## src/rtl/ssm_pkg.sv

```systemverilog
// Shared types for the downspread modulation generator.
package ssm_pkg;

    // Direction of the triangle sweep.
    typedef enum logic {
        DIR_DOWN = 1'b0,
        DIR_UP   = 1'b1
    } sweep_dir_e;

endpackage

```

## src/rtl/ssm_step_timer.sv

```systemverilog
// Step timer: divides the reference clock down to one-cycle step strobes,
// one every TICK_DIV cycles. Free-running; assumes TICK_DIV >= 1.
module ssm_step_timer #(
    parameter int TICK_DIV = 1
) (
    input  logic clk,
    input  logic rst_n,
    output logic step_o
);
    localparam int CW = (TICK_DIV > 1) ? $clog2(TICK_DIV) : 1;
    localparam logic [CW-1:0] LAST = CW'(TICK_DIV - 1);

    logic [CW-1:0] cnt_q;

    assign step_o = (cnt_q == LAST);

    // Count reference cycles, wrapping at the step instant.
    always_ff @(posedge clk) begin
        if (!rst_n) begin
            cnt_q <= '0;
        end else if (step_o) begin
            cnt_q <= '0;
        end else begin
            cnt_q <= cnt_q + 1'b1;
        end
    end

    generate
        if (TICK_DIV > 1) begin : g_spacing_chk
            // strobes never come back to back when the ratio exceeds one.
            a_r2_step_spacing: assert property (@(posedge clk) disable iff (!rst_n)
                step_o |=> !step_o);
        end
    endgenerate

endmodule

```

## src/rtl/ssm_ramp.sv

```systemverilog
// Triangle ramp engine: on each step strobe moves the offset by STEP,
// downward to -DEPTH and back up to zero while spread is requested, and
// only upward toward zero while it is not. Assumes 0 < DEPTH < 2**(OFS_W-1)
// and 0 < STEP <= DEPTH.
module ssm_ramp
    import ssm_pkg::*;
#(
    parameter int OFS_W = 16,
    parameter int DEPTH = 393,
    parameter int STEP  = 2
) (
    input  logic                    clk,
    input  logic                    rst_n,
    input  logic                    step_i,
    input  logic                    spread_n,
    output logic signed [OFS_W-1:0] offset_o,
    output logic                    trough_o
);
    localparam int EW = OFS_W + 1;
    localparam logic signed [EW-1:0] FLOOR_X = EW'(-DEPTH);
    localparam logic signed [EW-1:0] STEP_X  = EW'(STEP);
    localparam logic signed [EW-1:0] ZERO_X  = '0;

    logic signed [OFS_W-1:0] ofs_q, ofs_d;
    sweep_dir_e              dir_q, dir_d;
    logic                    trough_q, trough_d;
    logic signed [EW-1:0]    ofs_x, dn_x, up_x;
    logic                    hit_floor, hit_top;

    // Widen by one bit so the candidate values cannot wrap.
    assign ofs_x     = {ofs_q[OFS_W-1], ofs_q};
    assign dn_x      = ofs_x - STEP_X;
    assign up_x      = ofs_x + STEP_X;
    assign hit_floor = (dn_x <= FLOOR_X);
    assign hit_top   = (up_x >= ZERO_X);

    // Choose the next offset, direction and trough flag for this cycle.
    always_comb begin
        ofs_d    = ofs_q;
        dir_d    = dir_q;
        trough_d = 1'b0;
        if (step_i) begin
            if (!spread_n && (dir_q == DIR_DOWN)) begin
                if (hit_floor) begin
                    ofs_d    = FLOOR_X[OFS_W-1:0];
                    dir_d    = DIR_UP;
                    trough_d = 1'b1;
                end else begin
                    ofs_d = dn_x[OFS_W-1:0];
                end
            end else if (hit_top) begin
                ofs_d = '0;
                dir_d = DIR_DOWN;
            end else begin
                ofs_d = up_x[OFS_W-1:0];
                dir_d = DIR_UP;
            end
        end
    end

    // Hold ramp state; reset parks at nominal heading down.
    always_ff @(posedge clk) begin
        if (!rst_n) begin
            ofs_q    <= '0;
            dir_q    <= DIR_DOWN;
            trough_q <= 1'b0;
        end else begin
            ofs_q    <= ofs_d;
            dir_q    <= dir_d;
            trough_q <= trough_d;
        end
    end

    assign offset_o = ofs_q;
    assign trough_o = trough_q;

    // the offset moves only after a step strobe.
    a_r2_hold_between: assert property (@(posedge clk) disable iff (!rst_n)
        !step_i |=> $stable(ofs_q));

    // an ordinary downward step lowers the offset by exactly STEP.
    a_r4_down_step: assert property (@(posedge clk) disable iff (!rst_n)
        (step_i && !spread_n && dir_q == DIR_DOWN && !hit_floor)
        |=> (ofs_q + OFS_W'(STEP)) == $past(ofs_q));

    // the trough flag only appears at the floor and lasts one cycle.
    a_r6_trough_at_floor: assert property (@(posedge clk) disable iff (!rst_n)
        trough_q |-> (ofs_q == FLOOR_X[OFS_W-1:0]));
    a_r6_trough_single: assert property (@(posedge clk) disable iff (!rst_n)
        trough_q |=> !trough_q);

    // with spread released, a step never raises the trough flag.
    a_r7_no_trough_off: assert property (@(posedge clk) disable iff (!rst_n)
        (step_i && spread_n) |=> !trough_q);

endmodule

```

## src/rtl/ssm_downspread_gen.sv

```systemverilog
// Downspread spread-spectrum offset generator. Produces a signed offset in
// 1/65536 of nominal frequency following a triangle between 0 and -DEPTH.
// Modulation period is 2*ceil(DEPTH/STEP)*TICK_DIV reference cycles.
// Assumes a single clock domain and a synchronous active-low reset.
module ssm_downspread_gen #(
    parameter int OFS_W    = 16,
    parameter int DEPTH    = 393,
    parameter int STEP     = 2,
    parameter int TICK_DIV = 1
) (
    input  logic                    clk,
    input  logic                    rst_n,
    input  logic                    spread_n,
    output logic signed [OFS_W-1:0] offset_o,
    output logic                    trough_o
);
    logic step;

    // Step strobe generation.
    ssm_step_timer #(
        .TICK_DIV (TICK_DIV)
    ) u_timer (
        .clk    (clk),
        .rst_n  (rst_n),
        .step_o (step)
    );

    // Triangle ramp with clean return to nominal.
    ssm_ramp #(
        .OFS_W (OFS_W),
        .DEPTH (DEPTH),
        .STEP  (STEP)
    ) u_ramp (
        .clk      (clk),
        .rst_n    (rst_n),
        .step_i   (step),
        .spread_n (spread_n),
        .offset_o (offset_o),
        .trough_o (trough_o)
    );

    // the word stays within the downspread window.
    a_r3_in_window: assert property (@(posedge clk) disable iff (!rst_n)
        (offset_o <= 0) && (offset_o >= -DEPTH));

    // reset leaves the output at nominal with no trough flag.
    a_r1_reset_state: assert property (@(posedge clk)
        !rst_n |=> (offset_o == '0) && !trough_o);

endmodule

```

## config.mk

```make
export PLATFORM = sky130hd
export DESIGN_NAME = ssm_downspread_gen
export DESIGN_NICKNAME = d
export VERILOG_FILES = /design/src/rtl/ssm_pkg.sv /design/src/rtl/ssm_step_timer.sv /design/src/rtl/ssm_ramp.sv /design/src/rtl/ssm_downspread_gen.sv
export SDC_FILE = /design/constraint.sdc
export NUM_CORES = 1
export LEC_CHECK = 0
export ABC_CLOCK_PERIOD_IN_PS = 3350
export BUFFER_PORTS_ARGS = -buffer_cell sky130_fd_sc_hd__buf_2
export CAP_MARGIN = 20
export CORE_MARGIN = 2
export CORE_UTILIZATION = 55
export CTS_CLUSTER_DIAMETER = 200
export DETAILED_ROUTE_END_ITERATION = 7
export PLACE_DENSITY = 0.87
export SETUP_SLACK_MARGIN = 0.15
export SLEW_MARGIN = 10
export SYNTH_ARGS = -nofsm -noshare
export SYNTH_HDL_FRONTEND = slang
export SYNTH_SLANG_ARGS = --single-unit
```

## constraint.sdc

```tcl
create_clock -name clk -period 3.35 [get_ports clk]
set_input_delay 0.67 -clock clk [delete_from_list [all_inputs] [get_ports clk]]
set_output_delay 0.67 -clock clk [all_outputs]
set_load 0.03 [all_outputs]
```

======== Word level (Yosys, flattened, before mapping) ========
Index checks and enable logic that the tools add are counted.
storage, ports and cells
  register bits ........................... 19
  input port bits ......................... 3
  output and inout port bits .............. 17
cells by class
  $add $sub $neg .......................... 3
  $lt $le $gt $ge ......................... 2
  equality and inequality tests ........... 1
  muxes and demuxes ....................... 7
  bitwise operators ....................... 4
  reductions and logical operators ........ 5
operator list
  operator                 count
  $mux W16                 3
  $add A16 B3 Y17 const B  1
  $ge A17 B1 Y1 const B    1
  $le A17 B10 Y1 const B   1
  $sub A16 B3 Y17 const B  1
  $mux W1                  4
  $not A1 Y1               4
  $reduce_and A2 Y1        2
  $reduce_or A3 Y1         1
  $ne A2 B1 Y1 const B     1
  $add A1 B1 Y1 const B    1
  $logic_and A1 B1 Y1      1
  $logic_not A1 Y1         1

======== Depth between registers and ports, before layout ========
Gate-level depths: netlist of run 1.
  depth after elaboration ................. 4
  depth in mapped cells ................... 10
  mapped depth without buffers ............ 9

======== Cells and area by module ========
Synthesis of run 1 repeated with hierarchy kept, for this count alone.
unflattened totals
  cells, all modules ...................... 223
  area, all modules ....................... 1654.1 µm²
by module, submodules not included
  module          instances  cells each  area each (µm²)
  ssm_ramp        1          220         1626.6
  ssm_step_timer  1          3           27.5

======== Worst setup path after synthesis of run 1 ========
Ideal clock, no wire load.
  path kind ............................... register -> register
  start point ............................. reg u_ramp.ofs_q[1] (netlist: u_ramp.offset_o[1])
  end point ............................... reg u_ramp.ofs_q[8] (netlist: u_ramp.offset_o[8])
  library setup time ...................... 74 ps
  arrival ................................. 3011 ps
  data required time ...................... 3276 ps
  path slack .............................. 265 ps
  stages on the path, launching flop included .. 11
  cells stage by stage .................... dfxtp_1 > inv_1 > ha_1 > or4b_1 > buf_2 > or4_4 > a211o_1 > a22oi_4 > a31oi_4 > or4_1 > a31oi_1
between the ends
  longest elaborated chain between the ends .. 4
RTL lines
  what                                                       RTL line                        text
  from (decl)                                                ssm_ramp.sv:24                  logic signed [OFS_W-1:0] ofs_q, ofs_d;
  from (signal assigned)                                     ssm_ramp.sv:68                  ofs_q <= ofs_d;
  $add A16 B3 Y17 / $sub A16 B3 Y17 (equally long branches)  ssm_ramp.sv:33, ssm_ramp.sv:32
  $ge A17 B1 Y1 / $le A17 B10 Y1 (equally long branches)     ssm_ramp.sv:35, ssm_ramp.sv:34
  $mux W16, on equally long branches                         ssm_ramp.sv:51, ssm_ramp.sv:44
  $mux W16 *                                                 ssm_ramp.sv:43                  if (!spread_n && (dir_q == DIR_DOWN)) begin
Every way passes the cells marked *; elsewhere a longest branch is shown, timed or not.
A chain may end at the register's enable or synchronous reset.

======== Final worst setup path of run 1 ========
Same ends and word-level chain as after synthesis.

==> results of run 1 <==
## worst paths after layout
| path | cells after the start | to | start |
|---|---|---|---|
| setup / recovery | 9 | u_ramp.offset_o[8]$_SDFFE_PN0N_ | u_ramp.offset_o[1]$_SDFFE_PN0N_ |
| hold / removal | 2 | u_ramp.dir_q$_SDFFE_PN0P_ | u_ramp.dir_q$_SDFFE_PN0P_ |
| setup reg to reg | 9 | u_ramp.offset_o[8]$_SDFFE_PN0N_ | u_ramp.offset_o[1]$_SDFFE_PN0N_ |
| hold reg to reg | 2 | u_ramp.dir_q$_SDFFE_PN0P_ | u_ramp.dir_q$_SDFFE_PN0P_ |
## layer usage
| layer | vias to the layer above | global-route usage, % |
|---|---|---|
| met4 | 0 | 16.3 |
| met3 | 28 | 3.63 |
| li1 | 831 | - |
| met1 | 800 | 42.7 |
| met5 | - | 0 |
| met2 | 129 | 46.1 |
## per-stage QoR
step / power [mW] / utilization (%) / instances
after floorplan: 0.555 / - / 215
after global placement: 0.636 / 61.8 / 256
after detailed placement: 0.642 / 61.8 / 256
after CTS: 0.768 / 62.7 / 260
after global routing: 0.824 / 62.9 / 260
final: 0.782 / 62.9 / 260
## worst min-delay path, cell delays in order (launching register included)
cell     delay, ns
dfxtp_1       0.34
nand2_1       0.05
o21ai_0       0.06
## sequential cells by signal, indices dropped and copies added, names as in the netlist
signal           cells
u_ramp.offset_o     16
u_ramp.trough_o      1
u_timer.cnt_q        1
u_ramp.dir_q         1
## area by class of cell
cell class	instances	area, µm²	share of cell area, %
clock buffers	4	26.3	1.54
inverters	8	30.0	1.76
multi-input cells	170	1070	62.6
flip-flops and latches	19	380	22.3
well taps	31	38.8	2.28
repair buffers	28	163	9.54
## power groups by stage
stage	combinational, mW	clock [mW]	sequential, mW
3_3_place_gp	0.353	0	0.283
6_report	0.372	0.128	0.282
4_1_cts	0.360	0.128	0.279
2_1_floorplan	0.251	0	0.303
3_5_place_dp	0.358	0	0.284
5_1_grt	0.400	0.138	0.285
## cell usage after synthesis (2+ instances only)
master     n
a21oi_1   23
dfxtp_1   19
nor2_1    19
o21ai_0   18
nand2_1   14
nand3_1   12
clkbuf_1  10
inv_1      8
nor3_1     8
buf_2      7
or3_1      6
o22ai_1    5
xnor2_1    5
xor2_1     5
nand4_1    4
nor4_1     4
or4_1      4
a211o_1    3
a21o_1     3
and4_1     3
a31oi_1    2
ha_1       2
o311ai_0   2
o31a_1     2
or2_2      2
## timing repair
| item | in CTS | in global routing |
|---|---|---|
| setup endpoints to repair | 0 | 2 |
| setup buffers | 0 | 0 |
| resized for setup | 0 | 1 |
## kinds of logic (layout without fill, tap and decap cells)
group           count (synthesis)  after routing  share of synthesized area (%)
flops                          19             19                           24.4
compound gates                 74             74                           32.2
mux                             1              1                          0.643
xor+xnor                       10             10                           5.63
simple gates                   82             82                           28.0
other cells                     1              1                          0.241
fa+ha+maj                       2              2                           1.61
buf+inv                        26             40                           7.32
==> metrics.md, run 1 <==
| Metric | Value |
|---|---|
| TritonCTS Buffers | `3` |
| Max Cap Viol | `0` |
| Starting DRT DRC Count | `approximately 140` |
| Residual DRC | `0` |
| Slowest stage cell, crit path | `or4b_4` |
| Clock power frac | `16.4%` |
| Max Clock Freq | `0.330 GHz` |
| Cell area after synthesis | `between 1500 and 2000 µm²` |
| PortBufs | `19` |
| Pwr/cell area | `around 460 nW/µm²` |
| Clk sink count | `19` |
| # diodes | `0` |
| Via density | `a little under 7` |
| Critical path's largest stage delay | `~0.53 ns` |
| Primary FF master, synth | `dfxtp_1` |
| Period minus WS final | `3.03 ns` |
| Seq pwr share | `between 30% and 40%` |
| Share of cells above drive strength 1 | `~17%` |
| Most used cells in the layout excluding fill and tap cells | `23 x a21oi_1, 19 x nor2_1, 19 x buf_2, 19 x dfxtp_1, 18 x o21ai_0` |
| CP required | `roughly 3.6 ns` |
| Synth Net Count | `220` |
| P&R area growth vs syn | `9.49%` |
| Highest net fanout along the worst path | `10` |
| Vias in the first global route | `around 1600` |
| Commonest non-fill, non-tap cell in the layout | `a21oi_1` |
| Hold-fix buffers, CTS | `0` |
| Leakage | `roughly 0.66 nW` |
| NetSw | `354 µW` |
| Antenna violations before repair | `0` |
| Critical-path cell list | `inv_1, ha_1, or4b_4, or4_4, a211o_1, a22oi_4, a31oi_4, or4_1, a31oi_1` |
| EDFF count, synth | `0` |
| Yosys top cell by area | `dfxtp_1` |
| CTS root buf | `clkbuf_4` |
| R2r setup slk | `0.32 ns` |
| Mean area per synthesized cell | `just over 7 µm²` |
| Combinational share of power | `a little under half` |
| Post-route cell area | `about 1700 µm²` |
| Vias | `approximately 1800` |
| Delay-heaviest family, CP | `simple AND/OR/NAND/NOR gates` |
| Flops & latches, synth | `19` |
| Worst Path Arrival | `3.28 ns` |
| Sw Share | `~45%` |
| Initial Util | `57.4%` |
| RSZ-0062 raised after global routing | `no` |
| Setup-failing EPs final | `0` |
| Largest net degree at the start of global routing | `20` |
| Final Hold Viols | `0` |
| Die Wd | `57.2 µm` |
| Max-slew violations | `0` |
| CTS tree | `done` |
| Synth top area cells | `dfxtp_1 24%, a21oi_1 7.4%, o21ai_0 5.8%` |
| Top cell type's share of synthesized area | `between 20% and 30%` |
| Cell Rows | `19` |
| GP Congestion | `slightly above 1` |
| Drt pass-1 iters | `7` |
| Status | `finished, final reports clean` |
| Final net count | `235` |
| M1 WL | `1960 µm` |
| Period utilisation layout | `90.3%` |
| Core ar. | `~2700 µm²` |
| Worst Setup Start Kind | `register` |
| Total grt overflow | `0` |
| Internal power | `roughly 430 µW` |
| Slew HR | `around 53%` |
| Routed wire length | `between 4000 and 5000 µm` |
| Met3 wire len | `447 µm` |
| Fill count | `about 250` |
| Detail Route Antenna Nets | `0` |
| Met2 wire len | `between 2000 and 2500 µm` |
| Peak VDD IR | `0.000321 V` |
| Clock buffer depth | `2` |
| Ys Warns | `0` |
| Htree depth | `1` |
| Worst Tran Pin Value | `just under 0.7 ns` |
| CP Class | `register to register` |
| Worst-path clk slew | `0.12 ns` |
| Pre-CTS setup slack | `0.281 ns` |
| Ys async rst share | `0%` |
| Post-synthesis cell type count | `50` |
| Worst hold path class | `register to register` |
| Total negative slack | `0 ns` |
| Sequential element share of the synthesized area | `about a quarter` |
| Setup Skew | `around 0.0036 ns` |
| Die ar. | `3270 µm²` |
| First-pass GRT wire length | `slightly below 8000 µm` |
| All-Layer GR Usage | `approximately 31%` |
| Buf+Inv Stages, Crit Path | `1` |
| Setup ws final | `about 0.32 ns` |
| Wire per inst | `between 15 and 20 µm` |
| Clk_lat worst skew | `between 0.3 and 0.4 ns` |
| Top layer in use | `met4` |
| Die height | `about 57 µm` |
| Gate Count Post-Synth | `~220` |
| Placed instance area | `about 1700 µm²` |
| I/O Pins | `20` |
| Crit. End Element | `register` |
| WHS | `a little under 0.5 ns` |
| Post-DP HPWL | `~3300 µm` |
(Power assumes the default switching activity.)
==> run 2: changes to the inputs <==
--- a/config.mk
+++ b/config.mk
@@ -5,13 +5,16 @@
 export SDC_FILE = /design/constraint.sdc
 export NUM_CORES = 1
 export LEC_CHECK = 0
+export ABC_AREA = 1
 export ABC_CLOCK_PERIOD_IN_PS = 3350
 export BUFFER_PORTS_ARGS = -buffer_cell sky130_fd_sc_hd__buf_2
 export CAP_MARGIN = 20
+export CORE_ASPECT_RATIO = 1.75
 export CORE_MARGIN = 2
 export CORE_UTILIZATION = 55
 export CTS_CLUSTER_DIAMETER = 200
 export DETAILED_ROUTE_END_ITERATION = 7
+export HOLD_SLACK_MARGIN = 0.12
 export PLACE_DENSITY = 0.87
 export SETUP_SLACK_MARGIN = 0.15
 export SLEW_MARGIN = 10
==> run 2 against run 1 <==
Synthesized cell count rose by 30%. First-iteration DRC count fell by 53%. Global-route usage fell by 2.9 points. Maximum frequency rose by 38%. Design area rose by 4.1%. Clock power rose by 33%. Count of clock-buffer cells in the layout fell by 1. Die area rose by 5.6%. Register-to-register slack improved by 0.84 ns. Core utilization fell by 1.6 points. Sequential cell count did not move. Area after synthesis rose by 5.5%.
==> metrics.md, run 2 <==
| Metric | Value |
|---|---|
| Critical path's largest stage delay | `0.38 ns` |
| Setup Skew | `approximately 0.0037 ns` |
| Largest net degree at the start of global routing | `26` |
| # diodes | `0` |
| Die ar. | `3460 µm²` |
| CP Class | `register to register` |
| Ys Warns | `0` |
| Max Cap Viol | `0` |
| Top cell type's share of synthesized area | `approximately 23%` |
| Max reg flops | `16` |
| Vias | `~1800` |
| Buf+Inv Stages, Crit Path | `1` |
| Max-slew violations | `0` |
| Top cell by count, worst path | `nor2_2` |
| Combinational share of power | `between 40% and 50%` |
| RSZ-0062 raised after global routing | `no` |
| Met3 wire len | `around 190 µm` |
| Share of cells above drive strength 1 | `between 10% and 20%` |
| Commonest non-fill, non-tap cell in the layout | `nand2_1` |
| Delay-heaviest family, CP | `simple AND/OR/NAND/NOR gates` |
| Synth top area cells | `dfxtp_1 23%, nand2_1 17%, nand3_1 9.1%` |
| Post-synthesis cell type count | `28` |
| Top reg by flops | `u_ramp.offset_o` |
| P&R area growth vs syn | `8.08%` |
| Pre-CTS setup slack | `approximately 1.2 ns` |
| Routed wire length | `between 4000 and 5000 µm` |
| Critical-path cell list | `inv_1, ha_1, nand3_1, nor2_2, nor2_1, nor2_2, nand2_1, nor2_2, nand3_2, nand2_4, nand3_1, nand2_1, a21oi_1` |
| Most used cells in the layout excluding fill and tap cells | `74 x nand2_1, 35 x inv_1, 35 x nor2_1, 30 x nand3_1, 27 x a21oi_1` |
| Multi-input logic area | `1060 µm²` |
| Cell area after synthesis | `around 1600 µm²` |
| Initial Util | `56.7%` |
| Total grt overflow | `0` |
| Number of setup buffers added after CTS | `0` |
| Sequential element share of the synthesized area | `23.2%` |
| Cell Rows | `26` |
| Detail Route Antenna Nets | `0` |
| Highest net fanout along the worst path | `17` |
| Clock power frac | `a little over a fifth` |
| M1 WL | `between 1500 and 2000 µm` |
| PortBufs | `19` |
| Hold-fix buffers, CTS | `0` |
| Setup ws final | `approximately 1.2 ns` |
| Crit. End Element | `register` |
| Top layer in use | `met4` |
| Worst Path Arrival | `~2.3 ns` |
| Final Hold Viols | `0` |
| CTS root buf | `clkbuf_8` |
| Residual DRC | `0` |
| Max Clock Freq | `between 0.4 and 0.5 GHz` |
| Clk_lat worst skew | `0.27 ns` |
| Primary FF master, synth | `dfxtp_1` |
| Worst-path clk slew | `about 0.080 ns` |
| Wire per inst | `between 10 and 15 µm` |
| Worst hold path class | `register to register` |
| Clock buffer depth | `2` |
| Leakage | `approximately 0.87 nW` |
| Slowest stage cell, crit path | `dfxtp_1` |
| All-Layer GR Usage | `between 20% and 30%` |
| Core ar. | `slightly below 3000 µm²` |
| Die height | `~76 µm` |
| Clk sink count | `19` |
| Ys async rst share | `0%` |
| Htree depth | `1` |
| Pwr/cell area | `roughly 440 nW/µm²` |
| Flops & latches, synth | `19` |
| Final net count | `302` |
| CTS tree | `done` |
| Period minus WS final | `roughly 2.2 ns` |
| Setup-failing EPs final | `0` |
| Synth Net Count | `approximately 290` |
| Die Wd | `between 40 and 50 µm` |
| NetSw | `347 µW` |
| GP Congestion | `approximately 1.0` |
| Post-DP HPWL | `between 3000 and 4000 µm` |
| EDFF count, synth | `0` |
| Top cells by count, synth | `74 x nand2_1, 35 x inv_1, 35 x nor2_1` |
| Antenna violations before repair | `0` |
| Sw Share | `about 45%` |
| Register area | `around 380 µm²` |
| Starting DRT DRC Count | `66` |
| Vias in the first global route | `between 1500 and 2000` |
| Gate Count Post-Synth | `280` |
| CP required | `3.49 ns` |
| TritonCTS Buffers | `3` |
| Drt pass-1 iters | `4` |
| Met2 wire len | `2210 µm` |
| I/O Pins | `20` |
| Yosys top cell by area | `dfxtp_1` |
| Worst Setup Start Kind | `register` |
| Status | `finished, final reports clean` |
| Total negative slack | `0 ns` |
| Seq pwr share | `a little over a third` |
| Internal power | `432 µW` |
| Peak VDD IR | `0.000302 V` |
| Mean area per synthesized cell | `5.86 µm²` |
| Post_cts resized | `0` |
| Final Instance Count excl. Fillers | `about 320` |
| Period utilisation layout | `around two thirds` |
| Dpl cells | `320` |
| First-pass GRT wire length | `roughly 7400 µm` |
| Via density | `between 5 and 6` |
| Most instantiated library cell after synthesis | `nand2_1` |
| Fill count | `about 290` |
run 2: cell count changes after synthesis, moves of 5 or more:
cell	before	now
buf_2	7	2
clkbuf_1	10	4
inv_1	8	35
nand2_1	14	74
nand3_1	12	30
nor2_1	19	35
nor2_2	0	7
nor3_1	8	1
o21ai_0	18	13
or3_1	6	0
run 2: final timing paths:
path,startpoint,endpoint,slack [ns],cells after the start
hold reg to reg,u_ramp.dir_q$_SDFFE_PN0P_,u_ramp.dir_q$_SDFFE_PN0P_,0.47,2
hold / removal,u_ramp.dir_q$_SDFFE_PN0P_,u_ramp.dir_q$_SDFFE_PN0P_,0.47,2
setup reg to reg,u_ramp.offset_o[1]$_SDFFE_PN0N_,u_ramp.offset_o[14]$_SDFFE_PN0N_,1.16,13
setup / recovery,u_ramp.offset_o[1]$_SDFFE_PN0N_,u_ramp.offset_o[14]$_SDFFE_PN0N_,1.16,13
run 2: cells by family (layout without fill, tap and decap cells):
| family | count (synthesis) | in the layout | synth area share (%) |
|---|---|---|---|
| simple gates | 161 | 161 | 46.1 |
| buf+inv | 48 | 64 | 12.5 |
| compound gates | 43 | 43 | 13.3 |
| flops | 19 | 19 | 23.2 |
| xor+xnor | 6 | 6 | 3.20 |
| fa+ha+maj | 2 | 2 | 1.52 |
| other cells | 1 | 1 | 0.228 |
run 2: area by class of cell:
type                       count  share of cell area (%)
clock buffer                   3                    2.33
clock inverter                 1                   0.282
inverter                      39                    8.25
multi-input combinational    213                    59.5
sequential                    19                    21.4
tap                           28                    1.97
timing repair buffer          21                    6.21
run 2: per-stage QoR:
| step | area (µm²) | hold WS, ns | util [%] | power [mW] |
|---|---|---|---|---|
| floorplan | 1640 | 0.446 | - | 0.545 |
| global placement | 1730 | 0.457 | 59.7 | 0.604 |
| detailed placement | 1730 | 0.461 | 59.7 | 0.609 |
| CTS | 1770 | 0.473 | 61.3 | 0.775 |
| global route | 1770 | 0.516 | 61.3 | 0.832 |
| finish | 1770 | 0.470 | 61.3 | 0.779 |
run 2: metal layers:
| layer | vias to the layer above | GRT usage (%) |
|---|---|---|
| met5 | - | 0 |
| li1 | 918 | - |
| met2 | 60 | 47.0 |
| met4 | 0 | 13.2 |
| met3 | 19 | 2.37 |
| met1 | 800 | 33.0 |
run 2: power groups by stage:
stage / clock network [mW] / logic [mW] / registers, mW
after global placement: 0 / 0.329 / 0.275
after CTS: 0.169 / 0.336 / 0.270
after detailed placement: 0 / 0.334 / 0.275
after global routing: 0.180 / 0.378 / 0.274
final: 0.170 / 0.339 / 0.270
after floorplan: 0 / 0.249 / 0.296
run 2: worst reg2reg max path: stages, from the launching register on:
cell and delay [ns]:
dfxtp_1 0.38, inv_1 0.14, ha_1 0.29, nand3_1 0.19, nor2_2 0.14, nor2_1 0.06, nor2_2 0.11, nand2_1 0.07
nor2_2 0.13, nand3_2 0.12, nand2_4 0.20, nand3_1 0.11, nand2_1 0.07, a21oi_1 0.05
